File: src/rtl/j1_trace_pkg.sv
package j1_trace_pkg;

  // Output source chosen by the control for each strobe
  typedef enum logic [1:0] {
    SEL_ZERO = 2'd0,
    SEL_MSG  = 2'd1,
    SEL_FIX  = 2'd2
  } outSel_e;

  // Source code field of the configuration register
  localparam logic [1:0] SRC_MSG = 2'b01;
  localparam logic [1:0] SRC_FIX = 2'b10;

  // Strobes from control to datapath
  typedef struct packed {
    logic    msgWr;
    logic    fixWr;
    logic    idxClear;
    logic    emit;
    logic    advance;
    outSel_e outSel;
  } dpCmd_t;

endpackage

File: src/rtl/j1_trace_ctrl.sv
module j1_trace_ctrl
  import j1_trace_pkg::*;
#(
  parameter int MSG_DEPTH = 64,
  parameter int MID_LEN   = 16,
  localparam int IDX_W    = $clog2(MSG_DEPTH),
  localparam int ADDR_W   = IDX_W + 1
) (
  input  logic              clk,
  input  logic              rstN,
  input  logic              hostWe,
  input  logic [ADDR_W-1:0] hostAddr,
  input  logic [7:0]        hostWdata,
  input  logic              speStrobe,
  input  logic [7:0]        msgRdByte,
  input  logic [7:0]        fixByte,
  output logic [7:0]        hostRdata,
  output dpCmd_t            cmd,
  output logic [1:0]        cfgSrc,
  output logic [IDX_W-1:0]  lastIdx
);

  localparam logic [ADDR_W-1:0] CFG_ADDR  = ADDR_W'(MSG_DEPTH);
  localparam logic [ADDR_W-1:0] FIX_ADDR  = ADDR_W'(MSG_DEPTH + 1);
  localparam logic [IDX_W-1:0]  LAST_ONE  = '0;
  localparam logic [IDX_W-1:0]  LAST_MID  = IDX_W'(MID_LEN - 1);
  localparam logic [IDX_W-1:0]  LAST_FULL = IDX_W'(MSG_DEPTH - 1);

  logic [3:0] cfgReg;
  logic       cfgHit;
  logic       msgHit;
  logic       fixHit;

  assign cfgHit = (hostAddr == CFG_ADDR);
  assign fixHit = (hostAddr == FIX_ADDR);
  assign msgHit = (hostAddr < CFG_ADDR);

  always_ff @(posedge clk) begin
    if (!rstN) begin
      cfgReg <= '0;
    end else if (hostWe && cfgHit) begin
      cfgReg <= hostWdata[3:0];
    end
  end

  assign cfgSrc = cfgReg[1:0];

  always_comb begin
    unique case (cfgReg[3:2])
      2'b00:   lastIdx = LAST_ONE;
      2'b01:   lastIdx = LAST_MID;
      default: lastIdx = LAST_FULL;
    endcase
  end

  always_comb begin
    cmd.msgWr    = hostWe && msgHit;
    cmd.fixWr    = hostWe && fixHit;
    cmd.idxClear = hostWe && cfgHit;
    cmd.emit     = speStrobe;
    cmd.advance  = speStrobe && (cfgSrc == SRC_MSG);
    if (cfgSrc == SRC_MSG)      cmd.outSel = SEL_MSG;
    else if (cfgSrc == SRC_FIX) cmd.outSel = SEL_FIX;
    else                        cmd.outSel = SEL_ZERO;
  end

  always_comb begin
    if (msgHit)      hostRdata = msgRdByte;
    else if (cfgHit) hostRdata = {4'b0000, cfgReg};
    else if (fixHit) hostRdata = fixByte;
    else             hostRdata = 8'h00;
  end

endmodule

File: src/rtl/j1_trace_dp.sv
module j1_trace_dp
  import j1_trace_pkg::*;
#(
  parameter int MSG_DEPTH = 64,
  localparam int IDX_W    = $clog2(MSG_DEPTH),
  localparam int ADDR_W   = IDX_W + 1
) (
  input  logic              clk,
  input  logic              rstN,
  input  dpCmd_t            cmd,
  input  logic [ADDR_W-1:0] hostAddr,
  input  logic [7:0]        hostWdata,
  input  logic [IDX_W-1:0]  lastIdx,
  output logic [7:0]        msgRdByte,
  output logic [7:0]        fixByte,
  output logic [IDX_W-1:0]  rdIdx,
  output logic [7:0]        j1Byte,
  output logic              j1Valid
);

  logic [7:0]       msgMem [MSG_DEPTH];
  logic [IDX_W-1:0] hostIdx;
  logic [7:0]       nextByte;

  assign hostIdx   = hostAddr[IDX_W-1:0];
  assign msgRdByte = msgMem[hostIdx];

  // Message store: one write port for the host
  always_ff @(posedge clk) begin
    if (!rstN) begin
      for (int i = 0; i < MSG_DEPTH; i++) msgMem[i] <= 8'h00;
    end else if (cmd.msgWr) begin
      msgMem[hostIdx] <= hostWdata;
    end
  end

  always_ff @(posedge clk) begin
    if (!rstN)          fixByte <= 8'h00;
    else if (cmd.fixWr) fixByte <= hostWdata;
  end

  // Read index: restart has priority over stepping
  always_ff @(posedge clk) begin
    if (!rstN)             rdIdx <= '0;
    else if (cmd.idxClear) rdIdx <= '0;
    else if (cmd.advance)  rdIdx <= (rdIdx == lastIdx) ? '0 : rdIdx + 1'b1;
  end

  // Pre-edge values are taken, so a colliding write shows the old byte
  always_comb begin
    unique case (cmd.outSel)
      SEL_MSG: nextByte = msgMem[rdIdx];
      SEL_FIX: nextByte = fixByte;
      default: nextByte = 8'h00;
    endcase
  end

  always_ff @(posedge clk) begin
    if (!rstN) begin
      j1Byte  <= 8'h00;
      j1Valid <= 1'b0;
    end else begin
      j1Valid <= cmd.emit;
      if (cmd.emit) j1Byte <= nextByte;
    end
  end

endmodule

File: src/rtl/j1_trace_seq.sv
module j1_trace_seq
  import j1_trace_pkg::*;
#(
  parameter int MSG_DEPTH = 64,
  parameter int MID_LEN   = 16
) (
  input  logic                       clk,
  input  logic                       rstN,
  input  logic                       hostWe,
  input  logic [$clog2(MSG_DEPTH):0] hostAddr,
  input  logic [7:0]                 hostWdata,
  output logic [7:0]                 hostRdata,
  input  logic                       speStrobe,
  output logic [7:0]                 j1Byte,
  output logic                       j1Valid
);

  localparam int IDX_W = $clog2(MSG_DEPTH);

  dpCmd_t           cmd;
  logic [1:0]       cfgSrc;
  logic [IDX_W-1:0] lastIdx;
  logic [IDX_W-1:0] rdIdx;
  logic [7:0]       msgRdByte;
  logic [7:0]       fixByte;

  j1_trace_ctrl #(.MSG_DEPTH(MSG_DEPTH), .MID_LEN(MID_LEN)) u_ctrl (
    .clk       (clk),
    .rstN      (rstN),
    .hostWe    (hostWe),
    .hostAddr  (hostAddr),
    .hostWdata (hostWdata),
    .speStrobe (speStrobe),
    .msgRdByte (msgRdByte),
    .fixByte   (fixByte),
    .hostRdata (hostRdata),
    .cmd       (cmd),
    .cfgSrc    (cfgSrc),
    .lastIdx   (lastIdx)
  );

  j1_trace_dp #(.MSG_DEPTH(MSG_DEPTH)) u_dp (
    .clk       (clk),
    .rstN      (rstN),
    .cmd       (cmd),
    .hostAddr  (hostAddr),
    .hostWdata (hostWdata),
    .lastIdx   (lastIdx),
    .msgRdByte (msgRdByte),
    .fixByte   (fixByte),
    .rdIdx     (rdIdx),
    .j1Byte    (j1Byte),
    .j1Valid   (j1Valid)
  );

endmodule

File: config.mk
export PLATFORM = sky130hd
export DESIGN_NAME = j1_trace_seq
export DESIGN_NICKNAME = d
export VERILOG_FILES = /design/src/rtl/j1_trace_pkg.sv /design/src/rtl/j1_trace_ctrl.sv /design/src/rtl/j1_trace_dp.sv /design/src/rtl/j1_trace_seq.sv
export SDC_FILE = /design/constraint.sdc
export NUM_CORES = 1
export LEC_CHECK = 0
export BUFFER_PORTS_ARGS = -buffer_cell sky130_fd_sc_hd__buf_2
export CORE_UTILIZATION = 30
export CTS_CLUSTER_SIZE = 12
export DETAILED_ROUTE_END_ITERATION = 8
export PLACE_DENSITY = 0.46
export SLEW_MARGIN = 30
export SYNTH_ARGS = -nofsm -noshare
export SYNTH_HDL_FRONTEND = slang
export SYNTH_SLANG_ARGS = --single-unit
File: constraint.sdc
create_clock -name clk -period 3.2 [get_ports clk]
set_input_delay 0.16 -clock clk [delete_from_list [all_inputs] [get_ports clk]]
set_output_delay 0.16 -clock clk [all_outputs]
set_load 0.02 [all_outputs]
==> results summary <==
The total CTS buffers is 60. The worst clock skew on the final layout came out at 0.0164 ns. Setup violations remaining at the end of the flow were counted as 0.

For this block, the routed nets add up to 105000 um of wire. Routability-driven placement finished with a final weighted congestion of 0.889. After detailed routing, the number of remaining DRC violations is 20. The initialized floorplan defines between 100 and 150 standard-cell rows. The cell at the root of the clock tree is sky130_fd_sc_hd__clkbuf_16. The transition time at the pin with the least slew margin is 0.956 ns. In the synthesized netlist the dominant register cell turns out to be sky130_fd_sc_hd__edfxtp_1.

The number of antenna violations at the first check in global routing is 7. The port buffer count came out at 35. The worst-case IR drop observed on VDD is 0.413 mV. Along the worst hold path, the cell count comes to 3. The number of cells on the critical path is 6.

Of all cell types, the one taking the most synthesized area is sky130_fd_sc_hd__edfxtp_1. In the final routed layout, each cell accounts on average for 30.2 um. The synthesis-stage register bit count came out at 545. The post-CTS repair timing setup buffer count came out at 0. The final-report hold violation count is 0. The analysis attributes to cell leakage a power of approximately 11 nW. The via count of the first global-routing pass is between 15000 and 20000.

The first global-routing pass estimated around 150000 um of wire. The worst path buffer plus inverter count came out at 1. On the critical path the largest part of the delay comes from compound AO/OA/AOI/OAI gates. The areal power density over the cells is 494 mW/mm^2. Traced cell by cell, the critical path runs through mux4_2, a2bb2oi_1, a221oi_1, a31o_2, a221oi_1, buf_2.

Detailed routing inserted a total of 19000 vias. After synthesis, the share of flip-flops with an asynchronous set or reset is 0%. The critical path startpoint category is a flip-flop. The tightest slew margin relative to the limit is 36.3%. Once detail routing completed, the nets flagged for antenna violations numbered 0.

Across every metal layer, demand over resource in global routing totals between 20% and 30%. In this design, the critical path's most frequently occurring cell is sky130_fd_sc_hd__a221oi_1. The violation count after the first detailed-routing iteration is around 2100. The area share of and/or/nand/nor cells after synthesis came out at ~15%. For this design, the slowest cell found on the critical path is sky130_fd_sc_hd__a221oi_1.

The final-report max-slew violation count is 0. The worst hold slack across all endpoints is 0.0758 ns. In the final layout, the share of cells above drive strength 1 is 26.4%.

The depth of the worst register-to-register path is 6. The number of nets in the synthesized netlist is ~2000. The number of detailed-route iterations in the first pass is 8. For this run, the post-layout net count is 2160. After synthesis, the netlist uses 63 different library cells.

The area of the core region came out at 0.0969 sq mm. The total number of H-tree levels is 2. Derived from the worst setup path, the maximum achievable clock frequency is 0.313 GHz.

The clock tree buffer depth is 3. The number of top-level design ports is 36. The adder and majority cell fraction of the synthesized area came out at 0.128%.

For this run, the slowest stage of the critical path takes 0.81 ns. In this run the mean area of a mapped cell was 14.4 sq um. The data arrival time of the worst path came out at 3.03 ns.

The floorplan die area came out at 0.0992 sq mm. The number of enable-type register cells in the synthesized netlist came out at just over 500. TritonCTS built the clock tree. The number of cells in the design after placement is 3351. The height of the die came out at 315 um. Of all nets on the critical path, the largest fanout is 2.

The critical path required time came out at 3.04 ns. The multiplexer fraction of the synthesized cell area came out at 22.8%. Once detailed placement completed, the half-perimeter wirelength came to 74200 um. The starting density of the core is a little under a third. The finished layout holds 3465 standard cells, fillers aside. The critical path is of the reg -> out type. The area added between synthesis and finish is 15.0%. Of the total synthesized cell area, the portion taken by XOR and XNOR cells is less than 1%.

The die width came out at 315 um. For this run, the number of Yosys warnings is 0. The main combinational cell family by area after synthesis is multiplexers. Sequential cells were found to cover 54.6% of the synthesized design area.

The area fraction of the dominant cell type after synthesis came out at 52.3%. The worst setup path is captured at an output pin. After clock tree synthesis, the clock-pin slew on the worst setup and hold paths is ~0.060 ns. The clock sink total is 545. The final reports fail on design-rule violations. The final critical path takes up 99.8% of the cycle. The final critical path time including I/O delays and setup came out at 3.19 ns. Synthesis handed over a netlist of 2033 instances. The insertion delay of the later-clocked pin in the worst-skew pair is 0.64 ns. Max-cap violations in this run came to 0. The worst hold path belongs to the class in -> reg. Summing the areas of all compound-gate instances in the mapped netlist gives 4.62% of the synthesized area. The pin count of the biggest net entering global routing is 87. Ranked by total cell area, the synthesized netlist is headed by sky130_fd_sc_hd__edfxtp_1 52%, sky130_fd_sc_hd__mux4_2 19%, sky130_fd_sc_hd__and2_1 11%. The synthesized netlist occupies a cell area of 0.0294 sq mm.

The detail-routed via count per cell came out at 5.48. The flow ran to the end, but the final reports show violations. The aggregate global routing overflow came out at 0.
[kinds of logic after synthesis]
logic type      count (synthesis)
compound gates                204
xor+xnor                        5
buf+inv                       193
fa+ha+maj                       3
simple gates                  743
mux                           340
flops                         545
[cell usage in the layout, fill, tap and decap left out, types with 5 or more instances in the layout]
cell type	Yosys	final
sky130_fd_sc_hd__a2111oi_0	6	6
sky130_fd_sc_hd__a211oi_1	12	9
sky130_fd_sc_hd__a21oi_1	11	11
sky130_fd_sc_hd__a221oi_1	11	11
sky130_fd_sc_hd__a22oi_1	9	9
sky130_fd_sc_hd__and2_1	526	526
sky130_fd_sc_hd__buf_12	1	15
sky130_fd_sc_hd__buf_2	22	28
sky130_fd_sc_hd__buf_4	15	175
sky130_fd_sc_hd__clkbuf_1	115	12
sky130_fd_sc_hd__clkbuf_16	0	61
sky130_fd_sc_hd__clkinv_1	1	15
sky130_fd_sc_hd__clkinv_2	0	13
sky130_fd_sc_hd__dfxtp_1	33	30
sky130_fd_sc_hd__edfxtp_1	512	512
sky130_fd_sc_hd__inv_1	14	14
sky130_fd_sc_hd__mux2_2	8	8
sky130_fd_sc_hd__mux2i_1	74	74
sky130_fd_sc_hd__mux4_1	11	11
sky130_fd_sc_hd__mux4_2	247	247
sky130_fd_sc_hd__nand2_1	57	57
sky130_fd_sc_hd__nand3_1	19	19
sky130_fd_sc_hd__nor2_1	94	94
sky130_fd_sc_hd__nor2b_1	20	20
sky130_fd_sc_hd__o21ai_0	91	81
sky130_fd_sc_hd__o21ai_1	3	12
sky130_fd_sc_hd__o221ai_1	14	14
sky130_fd_sc_hd__o22ai_1	10	10
sky130_fd_sc_hd__o31a_1	5	5
[routing by layer]
layer	wire length [um]	track usage [%]
met4	3450	6.79
met1	45800	29.7
met5	27	0
met3	7100	3.38
met2	48100	33.3
[worst reg2reg max path, cell delays in order (launching register included)]
cell and delay (ns):
sky130_fd_sc_hd__dfxtp_2 0.96, sky130_fd_sc_hd__mux4_2 0.37, sky130_fd_sc_hd__mux2i_1 0.17, sky130_fd_sc_hd__a32o_1 0.30, sky130_fd_sc_hd__a2111oi_0 0.66, sky130_fd_sc_hd__buf_4 0.23
sky130_fd_sc_hd__a211o_1 0.09
[cells in the mapped netlist, types with 10 or more instances]
cell type                  number
sky130_fd_sc_hd__o21ai_0       91
sky130_fd_sc_hd__buf_1         10
sky130_fd_sc_hd__nor2_1        94
sky130_fd_sc_hd__nand2_1       57
sky130_fd_sc_hd__mux2i_1       74
sky130_fd_sc_hd__buf_6         11
sky130_fd_sc_hd__and2_1       526
sky130_fd_sc_hd__a21oi_1       11
sky130_fd_sc_hd__nor2b_1       20
sky130_fd_sc_hd__clkbuf_1     115
sky130_fd_sc_hd__o221ai_1      14
sky130_fd_sc_hd__dfxtp_1       33
sky130_fd_sc_hd__buf_4         15
sky130_fd_sc_hd__inv_1         14
sky130_fd_sc_hd__nand3_1       19
sky130_fd_sc_hd__mux4_1        11
sky130_fd_sc_hd__mux4_2       247
sky130_fd_sc_hd__edfxtp_1     512
sky130_fd_sc_hd__buf_2         22
sky130_fd_sc_hd__a221oi_1      11
sky130_fd_sc_hd__a211oi_1      12
sky130_fd_sc_hd__o22ai_1       10
[area by class of cell]
class,count,area [sq um]
Multi-Input combinational cell,1295,12400
Antenna cell,2,5.00
Inverter,16,60.1
Clock inverter,37,285
Timing Repair Buffer,220,1780
Tap cell,1276,1600
Sequential cell,545,16000
Fill cell,9269,63100
Clock buffer,74,1590
[flip-flops by register name, indices dropped and copies added (netlist names), named ones only]
register	flops
u_ctrl.cfgReg	4
u_dp.fixByte	8
u_dp.j1Byte	8
u_dp.j1Valid	1
u_dp.msgMem	512
u_dp.rdIdx	6
[worst paths after layout]
kind | end | from | slack [ns]
setup / recovery | hostRdata[6] | u_dp.msgMem[7][6]$_SDFFCE_PN0P_ | 0.006
hold / removal | u_dp.fixByte[1]$_SDFFE_PN0P_ | rstN | 0.08
setup reg to reg | u_dp.j1Byte[7]$_SDFFE_PN0P_ | flip-flop | 0.37
hold reg to reg | flip-flop | u_dp.rdIdx[1]$_SDFFE_PP0P_ | 0.51
[through the flow]
step           util, %  worst slack [ns]  power (W)  setup TNS (ns)  instance area (sq um)
6_report          34.9           0.00597     0.0167               0                  33800
5_1_grt           34.9          -0.00563     0.0172        -0.00563                  33800
4_1_cts           34.9            0.0190     0.0168               0                  33800
3_5_place_dp      32.9            0.0194     0.0100               0                  31900
3_3_place_gp      32.9            0.0519     0.0100               0                  31900
2_1_floorplan        -             0.890    0.00925               0                  29400
[report_power, final]
part,switching (W),total [W],internal (W)
clock,0.00297,0.00679,0.00381
sequential,0.000245,0.00837,0.00813
combinational,0.000907,0.00153,0.000628
total,0.00413,0.0167,0.0126
[timing repair]
| item | in CTS | in global routing |
|---|---|---|
| endpoints found under the setup margin | 4 | 0 |
| hold buffers | 1 | 0 |
| hold endpoints to repair | 1 | 0 |
| resized for setup | 9 | 0 |
(Power assumes the default switching activity.)
